`src/rtl/jring_pkg.sv`:
```
package jring_pkg;
    localparam int REG_AW = 4;

    localparam logic [REG_AW-1:0] A_IN_SIZE    = 4'd0;
    localparam logic [REG_AW-1:0] A_IN_AVAIL   = 4'd1;
    localparam logic [REG_AW-1:0] A_IN_ADD     = 4'd2;
    localparam logic [REG_AW-1:0] A_OUT_SIZE   = 4'd3;
    localparam logic [REG_AW-1:0] A_OUT_REMOVE = 4'd4;
    localparam logic [REG_AW-1:0] A_OUT_FULL   = 4'd5;
    localparam logic [REG_AW-1:0] A_STATUS     = 4'd6;
    localparam logic [REG_AW-1:0] A_CONFIG     = 4'd7;
    localparam logic [REG_AW-1:0] A_RD_IDX     = 4'd8;
    localparam logic [REG_AW-1:0] A_WR_IDX     = 4'd9;
    localparam logic [REG_AW-1:0] A_CMD        = 4'd10;

    localparam logic [3:0] ERR_NONE    = 4'd0;
    localparam logic [3:0] ERR_RESET   = 4'd7;
    localparam logic [3:0] ERR_REM_OVF = 4'd8;
    localparam logic [3:0] ERR_ADD_OVF = 4'd9;

    // encoding equals status bits 3:2
    typedef enum logic [1:0] {
        HS_RUN   = 2'd0,
        HS_DRAIN = 2'd1,
        HS_DONE  = 2'd2
    } halt_st_e;
endpackage

```
`src/rtl/jring_ring.sv`:
```
module jring_ring #(
    parameter int SZ_W = 10
) (
    input  logic            clk,
    input  logic            rst_n,
    input  logic            clear,
    input  logic [SZ_W-1:0] size,
    input  logic            inc_en,
    input  logic [SZ_W-1:0] inc_amt,
    input  logic            dec_en,
    input  logic [SZ_W-1:0] dec_amt,
    input  logic            step,
    output logic [SZ_W-1:0] count,
    output logic [SZ_W-1:0] idx
);
    logic [SZ_W-1:0] count_nxt;
    logic [SZ_W-1:0] idx_nxt;

    always_comb begin
        count_nxt = count;
        if (inc_en) count_nxt = count_nxt + inc_amt;
        if (dec_en) count_nxt = count_nxt - dec_amt;
        idx_nxt = idx;
        if (step) idx_nxt = (idx == size - SZ_W'(1)) ? '0 : idx + SZ_W'(1);
    end

    always_ff @(posedge clk or negedge rst_n) begin
        if (!rst_n) begin
            count <= '0;
            idx   <= '0;
        end else if (clear) begin
            count <= '0;
            idx   <= '0;
        end else begin
            count <= count_nxt;
            idx   <= idx_nxt;
        end
    end

    AST_RING_BOUND: assert property (@(posedge clk) disable iff (!rst_n)
        count <= size);
    AST_IDX_RANGE: assert property (@(posedge clk) disable iff (!rst_n)
        (size != '0) |-> (idx < size));
endmodule

```
`src/rtl/jring_coalesce.sv`:
```
module jring_coalesce #(
    parameter int CNT_THR_W = 8,
    parameter int TMR_THR_W = 16
) (
    input  logic                 clk,
    input  logic                 rst_n,
    input  logic                 clear,
    input  logic                 done,
    input  logic                 coal_en,
    input  logic [CNT_THR_W-1:0] cnt_thr,
    input  logic [TMR_THR_W-1:0] tmr_thr,
    output logic                 fire
);
    localparam int PW = CNT_THR_W + 1;

    logic [CNT_THR_W-1:0] pend;
    logic [TMR_THR_W-1:0] tmr;
    logic [PW-1:0]        thr_eff;
    logic                 cnt_hit;
    logic                 tmr_hit;

    always_comb begin
        thr_eff = (cnt_thr == '0) ? PW'(1) : {1'b0, cnt_thr};
        cnt_hit = done && (({1'b0, pend} + PW'(1)) >= thr_eff);
        tmr_hit = (pend != '0) && (tmr_thr != '0) && (tmr >= tmr_thr);
        fire    = coal_en ? (cnt_hit || tmr_hit) : done;
    end

    always_ff @(posedge clk or negedge rst_n) begin
        if (!rst_n) begin
            pend <= '0;
            tmr  <= '0;
        end else if (clear || !coal_en || fire) begin
            pend <= '0;
            tmr  <= '0;
        end else begin
            if (done) pend <= pend + CNT_THR_W'(1);
            tmr <= (pend != '0) ? tmr + TMR_THR_W'(1) : '0;
        end
    end

    AST_COAL_RESTART: assert property (@(posedge clk) disable iff (!rst_n)
        fire |=> (pend == '0));
endmodule

```
`src/rtl/jring_halt_fsm.sv`:
```
module jring_halt_fsm
    import jring_pkg::*;
(
    input  logic     clk,
    input  logic     rst_n,
    input  logic     req,
    input  logic     idle,
    input  logic     release_ack,
    output halt_st_e state,
    output logic     clear_now,
    output logic     halted
);
    halt_st_e nxt;

    always_ff @(posedge clk or negedge rst_n) begin
        if (!rst_n) state <= HS_RUN;
        else        state <= nxt;
    end

    always_comb begin
        nxt = state;
        unique case (state)
            HS_RUN:   if (req)         nxt = HS_DRAIN;
            HS_DRAIN: if (idle)        nxt = HS_DONE;
            HS_DONE:  if (release_ack) nxt = HS_RUN;
            default:                   nxt = HS_RUN;
        endcase
    end

    always_comb begin
        clear_now = (state == HS_DRAIN) && idle;
        halted    = (state != HS_RUN);
    end

    AST_DONE_FROM_DRAIN: assert property (@(posedge clk) disable iff (!rst_n)
        (state == HS_DONE && $past(state) != HS_DONE) |-> ($past(state) == HS_DRAIN));
    AST_DRAIN_WAITS: assert property (@(posedge clk) disable iff (!rst_n)
        (state == HS_DRAIN && !idle) |=> (state == HS_DRAIN));
endmodule

```
`src/rtl/jring_ctl.sv`:
```
module jring_ctl
    import jring_pkg::*;
#(
    parameter int SZ_W      = 10,
    parameter int CNT_THR_W = 8,
    parameter int TMR_THR_W = 16
) (
    input  logic        clk,
    input  logic        rst_n,
    input  logic        reg_wr,
    input  logic [3:0]  reg_addr,
    input  logic [31:0] reg_wdata,
    output logic [31:0] reg_rdata,
    input  logic        eng_fetch,
    input  logic        eng_done,
    output logic        eng_can_fetch,
    output logic        irq
);
    localparam int DW        = 32;
    localparam int CNT_LSB   = 8;
    localparam int TMR_LSB   = 16;
    localparam int HALT_LSB  = 2;
    localparam int ETYPE_LSB = 8;
    localparam int ACK_BIT   = 3;

    logic [SZ_W-1:0]      in_size, out_size;
    logic [SZ_W-1:0]      in_cnt, out_cnt, rd_idx, wr_idx, outst;
    logic [SZ_W-1:0]      in_avail;
    logic [SZ_W:0]        out_used;
    logic                 int_flag, err_flag;
    logic [3:0]           err_type;
    logic                 cfg_mask, cfg_coal, cfg_soe;
    logic [CNT_THR_W-1:0] cfg_cnt;
    logic [TMR_THR_W-1:0] cfg_tmr;
    halt_st_e             hs;
    logic                 halt_clear, halted, coal_fire;

    logic wr_in_size, wr_out_size, wr_status, wr_cfg, halt_req, ack;
    logic add_req, add_ok, add_ovf, rem_req, rem_ok, rem_ovf, halt_rej;
    logic fetch_ok, done_ok;

    always_comb begin
        in_avail    = in_size - in_cnt;
        out_used    = {1'b0, out_cnt} + {1'b0, outst};
        wr_in_size  = reg_wr && reg_addr == A_IN_SIZE && in_cnt == '0;
        wr_out_size = reg_wr && reg_addr == A_OUT_SIZE && out_cnt == '0 && outst == '0;
        wr_status   = reg_wr && reg_addr == A_STATUS;
        wr_cfg      = reg_wr && reg_addr == A_CONFIG;
        halt_req    = reg_wr && reg_addr == A_CMD && reg_wdata[0];
        ack         = wr_status && reg_wdata[ACK_BIT];
        add_req     = reg_wr && reg_addr == A_IN_ADD;
        rem_req     = reg_wr && reg_addr == A_OUT_REMOVE;
        add_ok      = add_req && !halted && reg_wdata <= DW'(in_avail);
        add_ovf     = add_req && !halted && reg_wdata >  DW'(in_avail);
        rem_ok      = rem_req && !halted && reg_wdata <= DW'(out_cnt);
        rem_ovf     = rem_req && !halted && reg_wdata >  DW'(out_cnt);
        halt_rej    = (add_req || rem_req) && halted;
        eng_can_fetch = (hs == HS_RUN) && (in_cnt != '0)
                        && (out_used < {1'b0, out_size})
                        && !(cfg_soe && err_flag);
        fetch_ok    = eng_fetch && eng_can_fetch;
        done_ok     = eng_done && (outst != '0);
        irq         = !cfg_mask && (int_flag || err_flag);
    end

    // sizes and configuration
    always_ff @(posedge clk or negedge rst_n) begin
        if (!rst_n) begin
            in_size  <= '0;
            out_size <= '0;
            cfg_mask <= 1'b0;
            cfg_coal <= 1'b0;
            cfg_soe  <= 1'b0;
            cfg_cnt  <= '0;
            cfg_tmr  <= '0;
        end else begin
            if (wr_in_size)  in_size  <= reg_wdata[SZ_W-1:0];
            if (wr_out_size) out_size <= reg_wdata[SZ_W-1:0];
            if (wr_cfg) begin
                cfg_mask <= reg_wdata[0];
                cfg_coal <= reg_wdata[1];
                cfg_soe  <= reg_wdata[2];
                cfg_cnt  <= reg_wdata[CNT_LSB +: CNT_THR_W];
                cfg_tmr  <= reg_wdata[TMR_LSB +: TMR_THR_W];
            end
        end
    end

    // outstanding engine jobs
    always_ff @(posedge clk or negedge rst_n) begin
        if (!rst_n)          outst <= '0;
        else if (halt_clear) outst <= '0;
        else                 outst <= outst + SZ_W'(fetch_ok) - SZ_W'(done_ok);
    end

    // status flags
    always_ff @(posedge clk or negedge rst_n) begin
        if (!rst_n) begin
            int_flag <= 1'b0;
            err_flag <= 1'b0;
            err_type <= ERR_NONE;
        end else begin
            if (coal_fire)                      int_flag <= 1'b1;
            else if (wr_status && reg_wdata[0]) int_flag <= 1'b0;
            if (add_ovf) begin
                err_flag <= 1'b1;
                err_type <= ERR_ADD_OVF;
            end else if (rem_ovf) begin
                err_flag <= 1'b1;
                err_type <= ERR_REM_OVF;
            end else if (halt_rej) begin
                err_flag <= 1'b1;
                err_type <= ERR_RESET;
            end else if (wr_status && reg_wdata[1]) begin
                err_flag <= 1'b0;
                err_type <= ERR_NONE;
            end
        end
    end

    jring_ring #(.SZ_W(SZ_W)) u_in_ring (
        .clk     (clk),
        .rst_n   (rst_n),
        .clear   (halt_clear || wr_in_size),
        .size    (in_size),
        .inc_en  (add_ok),
        .inc_amt (reg_wdata[SZ_W-1:0]),
        .dec_en  (fetch_ok),
        .dec_amt (SZ_W'(1)),
        .step    (fetch_ok),
        .count   (in_cnt),
        .idx     (rd_idx)
    );

    jring_ring #(.SZ_W(SZ_W)) u_out_ring (
        .clk     (clk),
        .rst_n   (rst_n),
        .clear   (halt_clear || wr_out_size),
        .size    (out_size),
        .inc_en  (done_ok),
        .inc_amt (SZ_W'(1)),
        .dec_en  (rem_ok),
        .dec_amt (reg_wdata[SZ_W-1:0]),
        .step    (done_ok),
        .count   (out_cnt),
        .idx     (wr_idx)
    );

    jring_coalesce #(.CNT_THR_W(CNT_THR_W), .TMR_THR_W(TMR_THR_W)) u_coal (
        .clk     (clk),
        .rst_n   (rst_n),
        .clear   (halt_clear),
        .done    (done_ok),
        .coal_en (cfg_coal),
        .cnt_thr (cfg_cnt),
        .tmr_thr (cfg_tmr),
        .fire    (coal_fire)
    );

    jring_halt_fsm u_halt (
        .clk         (clk),
        .rst_n       (rst_n),
        .req         (halt_req),
        .idle        (outst == '0),
        .release_ack (ack),
        .state       (hs),
        .clear_now   (halt_clear),
        .halted      (halted)
    );

    // read mux
    always_comb begin
        reg_rdata = '0;
        unique case (reg_addr)
            A_IN_SIZE:  reg_rdata[SZ_W-1:0] = in_size;
            A_IN_AVAIL: reg_rdata[SZ_W-1:0] = in_avail;
            A_OUT_SIZE: reg_rdata[SZ_W-1:0] = out_size;
            A_OUT_FULL: reg_rdata[SZ_W-1:0] = out_cnt;
            A_RD_IDX:   reg_rdata[SZ_W-1:0] = rd_idx;
            A_WR_IDX:   reg_rdata[SZ_W-1:0] = wr_idx;
            A_STATUS: begin
                reg_rdata[0]                 = int_flag;
                reg_rdata[1]                 = err_flag;
                reg_rdata[HALT_LSB +: 2]     = hs;
                reg_rdata[ETYPE_LSB +: 4]    = err_type;
            end
            A_CONFIG: begin
                reg_rdata[0]                    = cfg_mask;
                reg_rdata[1]                    = cfg_coal;
                reg_rdata[2]                    = cfg_soe;
                reg_rdata[CNT_LSB +: CNT_THR_W] = cfg_cnt;
                reg_rdata[TMR_LSB +: TMR_THR_W] = cfg_tmr;
            end
            default: reg_rdata = '0;
        endcase
    end

    AST_ADD_OVF_HOLD: assert property (@(posedge clk) disable iff (!rst_n)
        add_ovf |=> (in_cnt == $past(in_cnt) - SZ_W'($past(fetch_ok))));
    AST_REM_OVF_HOLD: assert property (@(posedge clk) disable iff (!rst_n)
        rem_ovf |=> (out_cnt == $past(out_cnt) + SZ_W'($past(done_ok))));
    AST_OUT_ROOM: assert property (@(posedge clk) disable iff (!rst_n)
        out_used <= {1'b0, out_size});
    AST_ERR_TYPE_MATCH: assert property (@(posedge clk) disable iff (!rst_n)
        err_flag == (err_type != ERR_NONE));
    AST_HALT_EMPTY: assert property (@(posedge clk) disable iff (!rst_n)
        (hs == HS_DONE) |-> (in_cnt == '0 && out_cnt == '0 && outst == '0));
endmodule

```
`config.mk`:
```
export PLATFORM = sky130hd
export DESIGN_NAME = jring_ctl
export DESIGN_NICKNAME = d
export VERILOG_FILES = /design/src/rtl/jring_pkg.sv /design/src/rtl/jring_ring.sv /design/src/rtl/jring_coalesce.sv /design/src/rtl/jring_halt_fsm.sv /design/src/rtl/jring_ctl.sv
export SDC_FILE = /design/constraint.sdc
export NUM_CORES = 1
export LEC_CHECK = 0
export BUFFER_PORTS_ARGS = -buffer_cell sky130_fd_sc_hd__buf_2
export CAP_MARGIN = 15
export CELL_PAD_IN_SITES_DETAIL_PLACEMENT = 0
export CELL_PAD_IN_SITES_GLOBAL_PLACEMENT = 1
export CORE_ASPECT_RATIO = 1.5
export CORE_MARGIN = 2
export CORE_UTILIZATION = 45
export DETAILED_ROUTE_END_ITERATION = 10
export HOLD_SLACK_MARGIN = 0.03
export PLACE_DENSITY_LB_ADDON = 0.3
export SLEW_MARGIN = 10
export SYNTH_ARGS = -nofsm -noshare
export SYNTH_HDL_FRONTEND = slang
export SYNTH_SLANG_ARGS = --single-unit
```
`constraint.sdc`:
```
create_clock -name clk -period 9.1 [get_ports clk]
set_clock_uncertainty 0.05 [all_clocks]
set_input_delay 0.455 -clock clk [delete_from_list [all_inputs] [get_ports clk]]
set_output_delay 0.455 -clock clk [all_outputs]
set_load 0.03 [all_outputs]
```
==> run_results.csv <==
group,metric,value,unit
detailed_routing,route.vias.total,9385,
clocking,cts_resized,0,
clocking,clkTransAtPathRegs,0.06,ns
place,io_buffers,74,
clocking,holdBufCountCts,0,
critical_path,cp.required,9.34,ns
grt,grt_pass1_wl,52.6,mm
critical_path,rrSetupSlack,3.15,ns
yosys,yosysUniqueCellTypes,80,
clocking,clk_path_buf_depth,2,
sta,tns,0,ns
die,die-area,24900,um^2
grt,grt_max_degree,76,
detailed_routing,drtPass1Iterations,5,
finish,nNetsFinal,1436,
die,die_h,192,um
die,io_pins,75,
grt,grt_pass1_vias,9450,
sta,drv_slew,0,
power_and_ir_drop,peakVddDrop,0.133,mV
grt,grt.total_usage,0.279,
yosys,synth_nets,1377,
sta,fin_crit_sh,0.653,
yosys,ys_seq_area_frac,0.301,
grt,grt-ovfl-total,0,
detailed_routing,drc,0,
die,start_util,0.459,
job,cap_violations,0,
place,dp_hpwl,26.0,mm
die,core-area,23100,um^2
critical_path,worstSetupPathType,"reg2reg",
die,rows,68,
worst_hold_path,holdCritPathClass,"in2async",
clocking,cts_max_level,4,
finish,final_util,0.513,
finish,diodes,0,
critical_path,worstPathMaxFanout,9,
detailed_routing,drt_wl_total,33.4,mm
sta,hold_ws,0.0270,ns
clocking,clk_latency,0.42,ns
critical_path,end_kind,"flip-flop",
yosys,syn_area_per_cell,8.73,um^2
power_and_ir_drop,leakage,5.72,nW
sta,period_needed,5.95,ns
detailed_routing,drtAntennaViolNets,0,
critical_path,r2r-start,"u_out_ring.count[0]",
grt,antenna_found_initial,0,
yosys,yosys_warnings,0,
clocking,root_buffer,"clkbuf_16",
place,gp_congestion,0.927,
power_and_ir_drop,power.density,258,nW/um^2
sta,relSlewSlack,0.458,
yosys,ys.flop_type,"dfrtp_1",
yosys,netlist_instances,1217,
critical_path,startpoint,"u_out_ring.count[0]",
clocking,cts_tree,"done",
yosys,synth_enable_flop_cells,0,
sta,hold_viol,0,
detailed_routing,wl_per_cell,20.9,um
sta,worstMarginPinSlew,0.809,ns
critical_path,worstReg2RegEnd,"outst[9]",
status,status,"finished, final reports clean",
power_and_ir_drop,power,3.06,mW
sta,finalSetupViolCount,0,
critical_path,critPathArrivalTime,6.19,ns
finish,drive_gt1_frac,0.123,
detailed_routing,initialDrtViolationCount,630,
clocking,cts_buffers,17,
die,die_w,129,um
clocking,clkSinkCount,128,
yosys,async_flop_share,1.00,
yosys,netlist_area,10600,um^2
sta,fmax,168,MHz
detailed_routing,vias_per_cell,5.85,
sta,rsz0062_at_grt,"false",
critical_path,start_kind,"flip-flop",
finish,syn_to_final_growth,11.8,%
clocking,cts_setup_buffers,0,
critical_path,reg2regPathDepth,27,
yosys,synth_seq_cells,128,
==> cell type report <==
type	instances	area [um^2]
Clock buffer	22	474
Clock inverter	9	109
Fill cell	2299	11300
Inverter	105	394
Multi-Input combinational cell	943	6870
Sequential cell	128	3200
Tap cell	315	394
Timing Repair Buffer	81	437
==> worst max-delay path: stages (launching register included) <==
cell and delay, ns:
dfrtp_1 0.48, ha_1 0.27, a21o_1 0.19, a21oi_1 0.24
o21bai_1 0.10, a21oi_1 0.22, o21bai_1 0.09, a21oi_1 0.23
o21bai_1 0.09, a21oi_1 0.17, xnor2_1 0.10, ha_1 0.18
nor4_1 0.24, o2111a_1 0.25, nand2_1 0.09, a311oi_4 0.44
inv_2 0.22, ha_1 0.33, inv_1 0.04, ha_1 0.20
a21o_1 0.18, a21oi_1 0.22, o21bai_1 0.11, a2111oi_0 0.56
o31ai_1 0.14, a21oi_1 0.20, xnor2_1 0.13, nor2_1 0.06
==> registers in the layout, summed over array words and instances, names as in the netlist, 2 cells and up <==
name              count
u_in_ring.idx        10
u_out_ring.idx       10
outst                10
u_halt.state          2
cfg_tmr              16
u_out_ring.count     10
err_type              3
u_coal.tmr           16
u_in_ring.count      10
in_size              10
u_coal.pend           8
out_size             10
cfg_cnt               8
==> layer usage <==
| layer | GRT usage | part of all wire | up-vias |
|---|---|---|---|
| met4 | 0.160 | 0.066 | 0 |
| li1 | - | - | 4447 |
| met3 | 0.0437 | 0.048 | 120 |
| met2 | 0.513 | 0.51 | 322 |
| met5 | 0 | 0 | - |
| met1 | 0.299 | 0.38 | 4496 |
==> cells in the mapped netlist, types with 3 or more instances <==
master	instances	area, um^2
dfrtp_1	128	3200
o221ai_1	5	43.8
o21a_1	7	52.6
a21o_1	26	195
nor3_1	28	140
mux2_2	30	338
nor4_1	40	250
and2_1	21	131
nand2b_1	12	75.1
a22oi_1	9	67.6
xor2_1	45	394
a21oi_1	70	350
nor2b_1	16	100
a31oi_1	11	68.8
nand4_1	20	125
or3_1	8	50.1
buf_1	6	22.5
clkbuf_1	30	113
o21bai_1	10	75.1
nand3b_1	3	22.5
and3_1	21	131
inv_1	102	383
o22ai_1	5	31.3
fa_1	5	100
xnor2_1	72	631
ha_1	114	1430
o211ai_1	5	37.5
a221oi_1	3	26.3
or4_1	4	30.0
a211oi_1	9	67.6
nand2_1	70	263
o21ai_0	38	190
a22o_1	3	26.3
nor2_1	102	383
o21ai_1	20	100
mux2i_1	17	170
nand3_1	39	195
buf_2	3	15.0
or2_2	3	18.8
==> layout by cell type (no fill, tap or decap), types with 4 or more instances in the layout <==
cell / netlist / final
o21bai_1: 10 / 10
o221ai_1: 5 / 5
o21a_1: 7 / 7
nor2b_1: 16 / 16
dfrtp_1: 128 / 128
nand2b_1: 12 / 12
nand3_1: 39 / 39
a21o_1: 26 / 26
a22oi_1: 9 / 9
buf_2: 3 / 73
mux2_2: 30 / 30
clkbuf_16: 0 / 17
fa_1: 5 / 5
nand4_1: 20 / 20
and2_1: 21 / 21
a31oi_1: 11 / 11
or3_1: 8 / 8
ha_1: 114 / 114
buf_4: 0 / 6
o21ai_0: 38 / 38
o211ai_1: 5 / 5
nor2_1: 102 / 102
xor2_1: 45 / 45
inv_1: 102 / 102
mux2i_1: 17 / 17
nand2_1: 70 / 70
a211oi_1: 9 / 9
or4_1: 4 / 4
o21ai_1: 20 / 20
nor4_1: 40 / 40
a21oi_1: 70 / 70
and3_1: 21 / 21
nor3_1: 28 / 28
o22ai_1: 5 / 4
xnor2_1: 72 / 72
==> stage by stage <==
stage                     setup WS (ns)  cell area (um^2)  cells
after detailed placement           3.21             11300   1571
after global routing               2.62             11900   1603
after CTS                          3.19             11900   1602
after global placement             3.38             11300   1571
after floorplan                    3.91             10600   1217
final                              3.15             11900   1603
==> where the power goes <==
group | internal [mW] | switching [mW]
logic | 0.656 | 0.850
clock network | 0.423 | 0.267
registers | 0.688 | 0.177
total | 1.77 | 1.29
==> worst max path at each step <==
stage               end  depth (start not counted)
6_report       outst[9]                         27
5_1_grt        outst[9]                         27
4_1_cts        outst[9]                         27
3_5_place_dp   outst[9]                         27
3_3_place_gp   outst[9]                         27
2_1_floorplan  outst[9]                         27
==> logic make-up after synthesis <==
family / count (synthesis) / share of synthesized area
simple gates: 405 / 0.198
compound gates: 250 / 0.154
buf+inv: 146 / 0.0533
flops: 128 / 0.301
fa+ha+maj: 120 / 0.145
xor+xnor: 117 / 0.0964
mux: 51 / 0.0530
Power figures use the tool's default switching activity.
